==> src/rtl/gsp_pkg.sv <==
package gsp_pkg;
  // stagger applied to a channel, in system clocks
  function automatic int chan_delay(input int idx, input int step);
    return idx * step;
  endfunction
endpackage

==> src/rtl/gsp_gs_sync.sv <==
module gsp_gs_sync (
  input  logic clk,
  input  logic rst_n,
  input  logic gs_clk_i,
  output logic tick_o
);
  // sh[0], sh[1] synchronise; sh[2] remembers the previous synced level
  logic [2:0] sh;

  always_ff @(posedge clk or negedge rst_n) begin
    if (!rst_n) sh <= '0;
    else        sh <= {sh[1:0], gs_clk_i};
  end

  assign tick_o = sh[1] & ~sh[2];
endmodule

==> src/rtl/gsp_counter.sv <==
module gsp_counter #(
  parameter int GS_BITS = 12
) (
  input  logic             clk,
  input  logic             rst_n,
  input  logic             blank_i,
  input  logic             tick_i,
  output logic [GS_BITS:0] cnt_o
);
  // one extra bit: the end state sits above every legal level
  localparam logic [GS_BITS:0] END_CNT = {1'b1, {GS_BITS{1'b0}}};

  always_ff @(posedge clk or negedge rst_n) begin
    if (!rst_n)                          cnt_o <= '0;
    else if (blank_i)                    cnt_o <= '0;
    else if (tick_i && cnt_o != END_CNT) cnt_o <= cnt_o + 1'b1;
  end
endmodule

==> src/rtl/gsp_chan.sv <==
module gsp_chan #(
  parameter int GS_BITS    = 12,
  parameter int DLY        = 0,
  parameter int SAMPLE_CYC = 8
) (
  input  logic               clk,
  input  logic               rst_n,
  input  logic               blank_i,
  input  logic               load_i,
  input  logic               out_low_i,
  input  logic [GS_BITS:0]   cnt_i,
  input  logic [GS_BITS-1:0] level_i,
  output logic               en_o,
  output logic               open_o
);
  localparam int TW = $clog2(SAMPLE_CYC + 1);

  logic raw;
  assign raw = (cnt_i != '0) && (cnt_i <= {1'b0, level_i});

  // stagger line: DLY+1 registers, flushed by blanking
  logic [DLY:0] line;
  generate
    if (DLY == 0) begin : g_direct
      always_ff @(posedge clk or negedge rst_n) begin
        if (!rst_n)       line <= '0;
        else if (blank_i) line <= '0;
        else              line <= raw;
      end
    end else begin : g_shift
      always_ff @(posedge clk or negedge rst_n) begin
        if (!rst_n)       line <= '0;
        else if (blank_i) line <= '0;
        else              line <= {line[DLY-1:0], raw};
      end
    end
  endgenerate

  assign en_o = line[DLY];

  // open-LED sampling after SAMPLE_CYC clocks of on-time
  logic [TW-1:0] tmr;
  logic          hit;
  assign hit = en_o & ~blank_i & (tmr == TW'(SAMPLE_CYC - 1));

  always_ff @(posedge clk or negedge rst_n) begin
    if (!rst_n) begin
      tmr    <= '0;
      open_o <= 1'b0;
    end else begin
      if (!en_o || blank_i)           tmr <= '0;
      else if (tmr != TW'(SAMPLE_CYC)) tmr <= tmr + 1'b1;
      open_o <= (open_o & ~load_i) | (hit & out_low_i);
    end
  end
endmodule

==> src/rtl/gsp_engine.sv <==
module gsp_engine #(
  parameter int CHANNELS   = 16,
  parameter int GS_BITS    = 12,
  parameter int STEP_CYC   = 2,
  parameter int SAMPLE_CYC = 8
) (
  input  logic                        clk,
  input  logic                        rst_n,
  input  logic                        gs_clk_i,
  input  logic                        blank_i,
  input  logic                        gs_load_i,
  input  logic [CHANNELS*GS_BITS-1:0] gs_word_i,
  input  logic [CHANNELS-1:0]         out_low_i,
  input  logic                        therm_i,
  output logic [CHANNELS-1:0]         chan_en_o,
  output logic [CHANNELS-1:0]         open_o,
  output logic                        err_n_o
);
  logic             tick;
  logic [GS_BITS:0] cnt;

  gsp_gs_sync u_sync (
    .clk      (clk),
    .rst_n    (rst_n),
    .gs_clk_i (gs_clk_i),
    .tick_o   (tick)
  );

  gsp_counter #(.GS_BITS(GS_BITS)) u_cnt (
    .clk     (clk),
    .rst_n   (rst_n),
    .blank_i (blank_i),
    .tick_i  (tick),
    .cnt_o   (cnt)
  );

  for (genvar n = 0; n < CHANNELS; n++) begin : g_ch
    gsp_chan #(
      .GS_BITS    (GS_BITS),
      .DLY        (gsp_pkg::chan_delay(n, STEP_CYC)),
      .SAMPLE_CYC (SAMPLE_CYC)
    ) u_ch (
      .clk       (clk),
      .rst_n     (rst_n),
      .blank_i   (blank_i),
      .load_i    (gs_load_i),
      .out_low_i (out_low_i[n]),
      .cnt_i     (cnt),
      .level_i   (gs_word_i[n*GS_BITS +: GS_BITS]),
      .en_o      (chan_en_o[n]),
      .open_o    (open_o[n])
    );
  end

  assign err_n_o = ~(therm_i | ((|open_o) & ~blank_i));
endmodule

==> config.mk <==
export PLATFORM = sky130hd
export DESIGN_NAME = gsp_engine
export DESIGN_NICKNAME = d
export VERILOG_FILES = /design/src/rtl/gsp_pkg.sv /design/src/rtl/gsp_gs_sync.sv /design/src/rtl/gsp_counter.sv /design/src/rtl/gsp_chan.sv /design/src/rtl/gsp_engine.sv
export SDC_FILE = /design/constraint.sdc
export NUM_CORES = 1
export LEC_CHECK = 0
export BUFFER_PORTS_ARGS = -buffer_cell sky130_fd_sc_hd__buf_2
export CORE_MARGIN = 5
export CORE_UTILIZATION = 31
export CTS_BUF_LIST = sky130_fd_sc_hd__clkbuf_4 sky130_fd_sc_hd__clkbuf_8
export DETAILED_ROUTE_END_ITERATION = 10
export GPL_ROUTABILITY_DRIVEN = 0
export PLACE_DENSITY = 0.58
export REMOVE_ABC_BUFFERS = 1
export SLEW_MARGIN = 30
export SYNTH_ARGS = -nofsm -noshare
export SYNTH_HDL_FRONTEND = slang
export SYNTH_HIERARCHICAL = 1
export SYNTH_SLANG_ARGS = --single-unit
==> constraint.sdc <==
create_clock -name clk -period 2.5 [get_ports clk]
set_clock_uncertainty 0.15 [all_clocks]
set_input_delay 0.5 -clock clk [delete_from_list [all_inputs] [get_ports clk]]
set_output_delay 0.5 -clock clk [all_outputs]
set_load 0.05 [all_outputs]
==> results of run 1 <==
## placed cells by master (no fill, tap or decap), types with 18 or more instances in the layout
cell / n
clkbuf_8: 76
nand3_1: 37
inv_1: 256
a21oi_1: 93
nor3_1: 32
xor2_1: 24
buf_4: 37
buf_2: 243
nor2_1: 108
nand2_1: 49
o21ai_0: 18
dlygate4sd3_1: 19
nand4_1: 37
dfrtp_1: 342
nor4_1: 34
nand2b_1: 32
clkbuf_4: 21
nor2b_1: 247
ha_1: 226
## worst paths after layout
check / startpoint / to / slack, ns / depth (start not counted)
max reg2reg: u_cnt/cnt_o[3]$_DFFE_PN0P_ / g_ch[12].u_ch/line[0]$_DFF_PN0_ / 0.25 / 6
min reg2reg: u_sync/sh[0]$_DFF_PN0_ / u_sync/sh[1]$_DFF_PN0_ / 0.20 / 0
max: g_ch[3].u_ch/open_o$_DFF_PN0_ / err_n_o / 0.06 / 4
max in group asynchronous: rst_n / g_ch[5].u_ch/tmr[3]$_DFFE_PN0P_ / 1.22 / 3
min in group asynchronous: rst_n / g_ch[15].u_ch/tmr[3]$_DFFE_PN0P_ / 0.25 / 2
min: u_sync/sh[0]$_DFF_PN0_ / u_sync/sh[1]$_DFF_PN0_ / 0.20 / 0
## sequential cells by signal, summed over array words and instances, names as in the netlist
| signal | count |
|---|---|
| g_ch.u_ch/en_o | 1 |
| g_ch.u_ch/line | 255 |
| g_ch.u_ch/tmr | 64 |
| u_cnt/cnt_o | 13 |
| u_sync/sh | 3 |
| g_ch.u_ch/open_o | 16 |
## final cells by class
type,count,area [um2]
Fill cell,5923,37000
Multi-Input combinational cell,1157,8840
Sequential cell,352,8820
Timing Repair Buffer,318,2050
Clock buffer,97,1200
Tap cell,782,978
Inverter,259,976
Clock inverter,12,145
Antenna cell,4,10.0
## what timing repair did
item	CTS	global route
hold buffers	19	0
endpoints found under the hold margin	61	0
buffers inserted	2	0
setup endpoints to repair	1	1
gates cloned	0	0
gates resized for setup	2	3
pin swaps	3	2
## power by group
part           leakage (nW)  switching, W  internal [W]  total [W]
logic                  6.45      0.000589      0.000394   0.000983
registers              4.88     0.0000215       0.00575    0.00577
clock network         0.718       0.00230       0.00335    0.00565
## metrics by stage
step / hold WS, ns / worst slack, ns / power (W) / util (%)
2_1_floorplan: 0.0544 / 0.176 / 0.00626 / -
6_report: 0.202 / 0.0604 / 0.0124 / 38.3
4_1_cts: 0.147 / -0.0429 / 0.0127 / 38.3
3_5_place_dp: 0.189 / 0.253 / 0.00684 / 35.7
5_1_grt: 0.174 / -0.0940 / 0.0130 / 38.3
3_3_place_gp: 0.191 / 0.290 / 0.00682 / 35.7
## routing by layer
metal,wire (um),GRT usage [%]
met1,22100,19.4
met2,21100,22.6
met3,2880,3.46
met4,1300,4.39
met5,0,0
## cell families (layout without fill, tap and decap cells)
group | count (synthesis) | count (layout) | synth area share [%]
multiplexers | 17 | 17 | 0.910
adder cells (fa/ha/maj) | 226 | 226 | 15.1
flip-flops | 352 | 352 | 47.1
buffers and inverters | 281 | 686 | 5.70
other | 0 | 4 | 0
AND/OR/NAND/NOR | 677 | 677 | 22.4
XOR/XNOR | 41 | 41 | 1.92
AO/OA/AOI/OAI | 196 | 196 | 6.82
==> flow_summary.json, run 1 <==
{
  "cp.required_ns": 1.85,
  "crit_chain": "nor4_2, a41oi_1, nor2_1, buf_6",
  "rsz0062_at_grt": "true",
  "area.growth.synth_to_final_pct": 23.1,
  "tritoncts": "built",
  "firstDrtPassIters": 4,
  "critPathTopFamily": "simple AND/OR/NAND/NOR gates",
  "nets": 2588,
  "layout-drive-gt1-share_pct": 21.7,
  "dp_cells": 2847,
  "track_usage_pct": 14.2,
  "cp_max_fo": 2,
  "finalHoldViolCount": 0,
  "setup_tns_ns": 0,
  "syn-instance-count": 1790,
  "drc": 0,
  "slew_headroom_pct": 56.0,
  "worstMarginPinSlew_ns": 0.660,
  "cts_buffer_depth": 3,
  "placementRows": 90,
  "setup_viol": 0,
  "clockRootBuffer": "clkbuf_8",
  "htree_levels": 2,
  "synth_ff_type": "dfrtp_1",
  "slowest_delay_ns": 0.39,
  "cp_num_buf_inv": 1,
  "cts.sinks": 352,
  "clk_latency_ns": 0.63,
  "critPathCaptureType": "primary output",
  "wirelength_um": 47400,
  "final_cells": 2981,
  "fmax_mhz": 410,
  "worstPathArrival_ns": 1.79,
  "port_buffers": 246,
  "min_period_ns": 2.44,
  "synth_top_area_share_pct": 47.1,
  "avgSynthCellArea_um2": 10.4,
  "synth.area.top_cells": "dfrtp_1 47%, ha_1 15%, nor2b_1 8.3%",
  "core_area_um2": 60000,
  "path_clk_slew_ns": 0.06,
  "fp.dieW_um": 256,
  "yosys_register_bits": 352,
  "die-area_um2": 65300,
  "ioPinCount": 247,
  "final_antenna_net_count": 0,
  "ys_types": 46,
  "maxCapViolCount": 0,
  "slew_violations": 0,
  "detailed_place_hpwl_um": 34600,
  "syn-cell-area_um2": 18700,
  "via_per_inst": 4.69,
  "start_util_pct": 31.1,
  "synth_top_cell_by_area": "dfrtp_1",
  "grt_overflow": 0,
  "cp_slowest_cell": "dfrtp_1",
  "grt_pass1_wl_um": 77200,
  "hold_class": "reg -> reg",
  "ir_worst_vdd_mv": 0.403,
  "final_area_um2": 23000,
  "critPathLaunchType": "flip-flop",
  "worst-setup-path-type": "reg -> out",
  "power_density_nw_per_um2": 539,
  "grt_pass1_vias": 14900,
  "yosysWarnings": 6,
  "async_flop_share_pct": 100,
  "seq_area_frac_synth_pct": 47.1,
  "cts_buffers": 60,
  "run_status": "finished clean",
  "leakage_nw": 12.1,
  "grt_max_degree": 105,
  "dpl_cell_area_um2": 21400,
  "die_h_um": 256,
  "post_drt_wl_per_cell_um": 15.9,
  "finalCritPeriodShare_pct": 97.6,
  "drt_iter0_drc": 604,
  "synth_commonest_cells": "352 x dfrtp_1, 256 x inv_1, 247 x nor2b_1, 226 x ha_1, 108 x nor2_1",
  "vias": 14000,
  "antenna_found_initial": 9,
  "yosysMostFrequentCell": "dfrtp_1",
  "synth_edf_count": 0
}
No activity file was read; power rests on OpenSTA's default activity.
==> run 2, diff against run 1 <==
Settings changed: PLACE_DENSITY 0.58 to unset.
==> flow_summary.json, run 2 (synthesis gave the netlist of run 1 again) <==
{
  "run_status": "finished clean",
  "worstMarginPinSlew_ns": 0.680,
  "power_frac_comb_pct": 8.0,
  "min_to": "g_ch[3].u_ch/open_o$_DFF_PN0_",
  "ir_worst_vdd_mv": 0.314,
  "grt_pass1_wl_um": 75800,
  "switching_share_pct": 23.2,
  "top_regs": "g_ch.u_ch/line x255, g_ch.u_ch/tmr x64, g_ch.u_ch/open_o x16",
  "hp-start": "out_low_i[3]",
  "area.growth.synth_to_final_pct": 21.8,
  "cts_buffers": 56,
  "core_area_um2": 60000,
  "critPathLaunchType": "flip-flop",
  "largest_register_ff_count": 255,
  "cp_max_fo": 3,
  "tritoncts": "built",
  "rsz0062_at_grt": "true",
  "drc": 0,
  "fp.dieW_um": 256,
  "setup_viol": 0,
  "power_density_nw_per_um2": 528,
  "r2r_setup_slack_ns": 0.13,
  "antenna_found_initial": 4,
  "rr_worst_depth": 6,
  "drt_iter0_drc": 796,
  "grt_max_degree": 106,
  "dpl_cell_area_um2": 21400,
  "layout_commonest_cell": "dfrtp_1",
  "cts.sinks": 352,
  "cp.required_ns": 1.85,
  "path_clk_slew_ns": 0.06,
  "detailed_place_hpwl_um": 34200,
  "clock_power_share_pct": 44.0,
  "wirelength_um": 46900,
  "fin_hold_ws_ns": 0.0510,
  "fill_cells": 5892,
  "htree_levels": 2,
  "multiInputGateArea_um2": 8850,
  "r2r_end": "g_ch[12].u_ch/line[0]$_DFF_PN0_",
  "register_area_um2": 8820,
  "final_cell_mix": "339 x dfrtp_1, 256 x inv_1, 247 x nor2b_1",
  "regMostFlops": "g_ch.u_ch/line",
  "ioPinCount": 247,
  "critPathCaptureType": "primary output",
  "hold_depth": 3,
  "nets": 2567,
  "port_buffers": 246,
  "power.switching_w": 0.00279,
  "firstDrtPassIters": 5,
  "die-area_um2": 65300,
  "final_area_um2": 22800,
  "finalCritPeriodShare_pct": 98.6,
  "final_antenna_net_count": 0,
  "vias": 13900,
  "start_util_pct": 31.1,
  "grt_pass1_vias": 14600,
  "hold_class": "in -> reg",
  "leakage_nw": 11.9,
  "placementRows": 90,
  "clk_latency_ns": 0.58,
  "track_usage_pct": 14.0,
  "die_h_um": 256,
  "slew_headroom_pct": 54.1,
  "finalHoldViolCount": 0,
  "seqPwrFrac_pct": 48.0,
  "min_period_ns": 2.47,
  "post_drt_wl_per_cell_um": 15.9,
  "grt_overflow": 0,
  "via_per_inst": 4.71,
  "p_int_w": 0.00923,
  "worstPathArrival_ns": 1.82,
  "cts_buffer_depth": 3,
  "clockRootBuffer": "clkbuf_8",
  "worst-setup-path-type": "reg -> out",
  "layout-drive-gt1-share_pct": 21.5,
  "slew_violations": 0,
  "r2r-start": "u_cnt/cnt_o[10]$_DFFE_PN0P_",
  "maxCapViolCount": 0,
  "fmax_mhz": 406
}
## run 2: cell types whose count changed in the layout (fill, tap and decap cells not counted), moves of 2 or more
cell / before / now
buf_4: 37 / 33
clkbuf_4: 21 / 14
dfrtp_1: 342 / 339
dlygate4sd3_1: 19 / 6
diode_2: 4 / 2
dfrtp_2: 10 / 13
## run 2: final cells by class
cell class                 count  share of cell area (%)
multi-input combinational   1157                    38.9
clock buffer                  90                    5.06
sequential                   352                    38.8
inverter                     259                    4.29
clock inverter                 9                   0.429
timing repair buffer         301                    8.28
tap                          782                    4.30
antenna                        2                  0.0220
## run 2: stage by stage
| stage | total power [W] | TNS, ns | instances | utilization (%) | setup WS, ns |
|---|---|---|---|---|---|
| 4_1_cts | 0.0123 | 0 | 2949 | 37.9 | 0.0144 |
| 3_3_place_gp | 0.00681 | 0 | 2844 | 35.7 | 0.217 |
| 6_report | 0.0120 | 0 | 2952 | 37.9 | 0.0342 |
| 3_5_place_dp | 0.00684 | 0 | 2844 | 35.7 | 0.136 |
| 5_1_grt | 0.0126 | -0.0794 | 2950 | 37.9 | -0.0794 |
| 2_1_floorplan | 0.00626 | 0 | 1768 | - | 0.176 |
## run 2: timing repair
| item | in CTS | in global routing |
|---|---|---|
| hold buffers | 6 | 0 |
| pin swaps | 0 | 3 |
| setup buffers | 0 | 1 |
| setup endpoints to repair | 1 | 1 |
| resized for setup | 2 | 4 |
| hold endpoints to repair | 62 | 0 |
## run 2: per-layer routing
layer | track usage (%) | routed length [um] | up-vias
met5 | 0 | 0 | -
met4 | 3.70 | 1070 | 0
met3 | 3.46 | 3270 | 90
met2 | 22.3 | 20700 | 442
met1 | 19.1 | 21800 | 6649
li1 | - | - | 6725
## run 2: worst max-delay path by stage
stage | slack [ns] | from | to | cells past startpoint
floorplan | 0.18 | g_ch[4].u_ch/open_o$_DFF_PN0_ | err_n_o | 3
global placement | 0.22 | u_cnt/cnt_o[10]$_DFFE_PN0P_ | g_ch[12].u_ch/line[0]$_DFF_PN0_ | 6
detailed placement | 0.14 | u_cnt/cnt_o[10]$_DFFE_PN0P_ | g_ch[12].u_ch/line[0]$_DFF_PN0_ | 6
CTS | 0.01 | g_ch[15].u_ch/open_o$_DFF_PN0_ | err_n_o | 4
global route | -0.08 | g_ch[8].u_ch/open_o$_DFF_PN0_ | err_n_o | 4
finish | 0.03 | g_ch[12].u_ch/open_o$_DFF_PN0_ | err_n_o | 4
## run 2: critical path, cell delays in order, from the launching register on
cell and delay [ns]:
dfrtp_1 0.41, nor4_2 0.35, a41oi_2 0.17, nor2_1 0.14, buf_6 0.17
## run 2: power by group through the flow
stage	Clock (W)	Combinational [W]	Sequential (W)
after floorplan	0	0.000379	0.00588
after global placement	0	0.000945	0.00587
after detailed placement	0	0.000970	0.00587
after CTS	0.00551	0.000983	0.00576
after global routing	0.00575	0.00109	0.00577
final	0.00529	0.000963	0.00577
